## src/rtl/cal_prescaler.sv

```systemverilog
module cal_prescaler #(
  parameter int AW    = 7,
  parameter int SW    = 15,
  parameter int A_RST = 127,
  parameter int S_RST = 255
) (
  input  logic        clk,
  input  logic        rst_n,
  input  logic        init_active,
  input  logic        cfg_we,
  input  logic [31:0] cfg_wdata,
  output logic [31:0] cfg_rdata,
  output logic        ck_apre,
  output logic        tick_1hz
);

  localparam int A_LSB = 16;
  localparam logic [AW-1:0] A_INIT = AW'(A_RST);
  localparam logic [SW-1:0] S_INIT = SW'(S_RST);

  logic [AW-1:0] a_rld, a_cnt;
  logic [SW-1:0] s_rld, s_cnt;

  always_ff @(posedge clk or negedge rst_n) begin
    if (!rst_n) begin
      a_rld <= A_INIT;
      s_rld <= S_INIT;
    end else if (cfg_we && init_active) begin
      a_rld <= cfg_wdata[A_LSB +: AW];
      s_rld <= cfg_wdata[SW-1:0];
    end
  end

  assign ck_apre  = !init_active && (a_cnt == '0);
  assign tick_1hz = ck_apre && (s_cnt == '0);

  always_ff @(posedge clk or negedge rst_n) begin
    if (!rst_n) begin
      a_cnt <= A_INIT;
      s_cnt <= S_INIT;
    end else if (init_active) begin
      a_cnt <= a_rld;
      s_cnt <= s_rld;
    end else if (ck_apre) begin
      a_cnt <= a_rld;
      s_cnt <= (s_cnt == '0) ? s_rld : s_cnt - 1'b1;
    end else begin
      a_cnt <= a_cnt - 1'b1;
    end
  end

  always_comb begin
    cfg_rdata = '0;
    cfg_rdata[SW-1:0] = s_rld;
    cfg_rdata[A_LSB +: AW] = a_rld;
  end

endmodule

```

## config.mk

```make
export PLATFORM = sky130hd
export DESIGN_NAME = cal_prescaler
export DESIGN_NICKNAME = d
export VERILOG_FILES = /design/src/rtl/cal_prescaler.sv
export SDC_FILE = /design/constraint.sdc
export NUM_CORES = 1
export LEC_CHECK = 0
export BUFFER_PORTS_ARGS = -buffer_cell sky130_fd_sc_hd__buf_2
export CAP_MARGIN = 15
export CORE_UTILIZATION = 35
export CTS_BUF_LIST = sky130_fd_sc_hd__clkbuf_2
export DETAILED_ROUTE_END_ITERATION = 8
export PLACE_DENSITY = 0.62
export SLEW_MARGIN = 0
export SYNTH_ARGS = -nofsm -noshare
export SYNTH_HDL_FRONTEND = slang
export SYNTH_SLANG_ARGS = --single-unit
```

## constraint.sdc

```tcl
create_clock -name clk -period 3.1 [get_ports clk]
set_clock_uncertainty 0.1 [all_clocks]
set_input_delay 0.62 -clock clk [delete_from_list [all_inputs] [get_ports clk]]
set_output_delay 0.62 -clock clk [all_outputs]
set_load 0.02 [all_outputs]
```

==> results_dict.tcl <==
set metrics [dict create \
    outcome "finished, final reports clean" \
    die_area_um2 7230 \
    clkTransAtPathRegs_ps 260 \
    finalWeightedCongestion 0.838 \
    clk_root_buffer_cell "sky130_fd_sc_hd__clkbuf_2" \
    ys.warnings.count 0 \
    cts_made_buffers 5 \
    synth-async-reset-ratio_pct 100 \
    final_cell_mix "sky130_fd_sc_hd__buf_2 (48), sky130_fd_sc_hd__dfstp_2 (30), sky130_fd_sc_hd__mux2_2 (23)" \
    num_antenna_cells 0 \
    routed_via_density 5.59 \
    drive_above_1_share_pct 47.7 \
    ys_ff_latch 44 \
    final_cell_area_um2 2850 \
    cts_hold_buffers 0 \
    finalMaxSlewViolations 0 \
    start_util_pct 37.1 \
    routed_wl_um 5750 \
    numPlacedInstances 345 \
    htree_levels 2 \
    drtAntennaViolNets 0 \
    vias 2002 \
    grt_remaining_overflow 0 \
    synth.yosys.seq_area_share_pct 47.2 \
    drv.max_cap_violation_count 0 \
    post_synth_num_cell_types 55 \
    floorplan.rows 29 \
    multi_input_comb_area_um2 1160 \
    drc 0 \
    grt_setup_unrepaired "yes" \
    cts.sink_count 44 \
    postSynthAreaPerCell_um2 10.7 \
    timing.max_slew.rel_slack_pct 34.3 \
    dpl_cell_area_um2 2710 \
    place_hpwl_um 3970 \
    grt_start_max_net_pins 39 \
    peak_supply_drop_uv 285 \
    post-route-period-util_pct 99.1 \
    numPortBuffers 49 \
    pin_count 70 \
    fp.dieW_um 85 \
    cp-end-kind "output port" \
    grt_pass1_wl_um 9160 \
    worstHoldPathType "in -> async" \
    cpMaxStageDelayCell "sky130_fd_sc_hd__or4_4" \
    leakage_nw 1.18 \
    placement_stage_worst_setup_slack_ps 324 \
    worst_skew_pair.late_latency_ps 440 \
    synth-edff-count 0 \
    cell_area_after_synthesis_um2 2410 \
    setup_slack_ps 26.4 \
    worstPathMaxFanout 4 \
    area.growth.synth_to_final_pct 18.3 \
    critPathMaxStageDelay_ps 520 \
    synthesis.instances 226 \
    final-hold-violation-count 0 \
    critical_path_arrival_ps 2350 \
    critPathBufInv 2 \
    fill_cells 639 \
    ys_dominant_reg_cell "sky130_fd_sc_hd__dfstp_2" \
    cts_tree "built" \
    tightest_slew_ps 985 \
    number_of_failing_setup_endpoints_in_the_final_timing_report 0 \
    clock.fmax_mhz 325 \
    fin_nets 319 \
    final_util_pct 43.9 \
    post_layout_nonfiller_instances 358 \
    first_global_vias 1837 \
    detailedRoute.firstIterationViolations 107 \
    die_height_um 85 \
    routed_wire_length_per_instance_um 16.1 \
    power_density_normalized_to_cell_area_nw_per_um2 621 \
    critical_path.startpoint_type "flop" \
    critPathTopFamily "simple AND/OR/NAND/NOR gates" \
    drt_first_pass_iters 4 \
    design.core.area_um2 6490 \
    mostFrequentLayoutCell "sky130_fd_sc_hd__buf_2" \
    antenna_found_initial 0 \
    crit_path_cell_trace "inv_2, ha_4, or4b_4, or4_4, nor3_4, buf_6" \
    cts_buffer_depth 2 \
    grt_util_all_layers_pct 16.0 \
    cp.required_ps 2380 \
    crit_type "reg -> out" \
    register_area_um2 1140 \
    final.min_clock_period_ps 3070 \
]
-- layer usage --
layer / routed length [µm] / track usage (%)
met2: 2810 / 25.7
met3: 306 / 3.21
met5: 0 / 0
met1: 2620 / 21.9
met4: 20 / 4.31
-- sequential cells by signal, summed over array words and instances (netlist names) --
| register | flops |
|---|---|
| a_cnt | 7 |
| a_rld | 7 |
| s_cnt | 15 |
| s_rld | 15 |
-- through the flow --
stage	total power, mW	TNS [ps]	hold WS (ps)
after floorplan	1.24	0	224
after global placement	1.38	0	370
after detailed placement	1.40	0	381
after CTS	1.78	-32.5	180
after global routing	1.87	-54.5	180
final	1.77	0	143
-- synthesized netlist by cell type (all sizes together), types with 2 or more instances --
master | instances | area [µm²]
or4 | 8 | 63.8
nor3b | 3 | 22.5
ha | 3 | 37.5
nor2b | 2 | 12.5
or3b | 2 | 17.5
a31oi | 3 | 18.8
nand4 | 3 | 18.8
nor3 | 9 | 45.0
inv | 10 | 37.5
a21oi | 3 | 15.0
clkbuf | 9 | 33.8
nor2 | 14 | 52.6
dfstp | 30 | 788
a311o | 2 | 20.0
mux2 | 23 | 259
nand2 | 11 | 41.3
nor4b | 2 | 17.5
o32a | 2 | 20.0
or2 | 2 | 12.5
xnor2 | 3 | 26.3
a221o | 3 | 30.0
dfrtp | 14 | 350
o211ai | 4 | 30.0
nor4 | 8 | 56.3
buf | 15 | 104
or3 | 4 | 25.0
o311a | 3 | 30.0
o21ai | 10 | 50.0
-- kinds of logic (layout without fill, tap and decap cells) --
family / after synthesis / in the layout / synth area share (%)
xor+xnor: 4 / 4 / 1.45
flops: 44 / 44 / 47.2
mux: 23 / 23 / 10.7
fa+ha+maj: 3 / 3 / 1.56
simple gates: 73 / 73 / 17.5
compound gates: 44 / 44 / 14.1
other cells: 1 / 10 / 0.156
buf+inv: 34 / 80 / 7.27
-- final timing paths --
check | from | to | slack, ps | depth (start not counted)
max reg2reg | a_cnt[0] | s_cnt[9] | 500 | 6
min | rst_n | s_cnt[11] | 140 | 1
max in group asynchronous | rst_n | a_rld[6] | 2010 | 2
max | s_cnt[1] | tick_1hz | 30 | 6
min reg2reg | a_rld[1] | a_cnt[1] | 410 | 2
min in group clk | cfg_wdata[14] | s_rld[14] | 280 | 2
-- power breakdown --
group / internal [mW] / leakage, nW / switching, mW / total, mW
sequential: 0.757 / 0.479 / 0.123 / 0.881
clock: 0.139 / 0.0396 / 0.209 / 0.348
combinational: 0.242 / 0.666 / 0.300 / 0.543
-- what timing repair did --
item / in CTS / in global routing
gates resized for setup: 7 / 2
setup endpoints to repair: 1 / 1
buffers inserted: 5 / 0
pin swaps: 2 / 1
-- area by class of cell --
cell class | instances | area share, %
inverter | 10 | 1.32
clock buffer | 5 | 0.878
multi-input combinational | 157 | 40.6
timing repair buffer | 62 | 12.2
tap | 77 | 3.38
sequential | 44 | 39.9
clock inverter | 3 | 1.62
(Power assumes the default switching activity.)
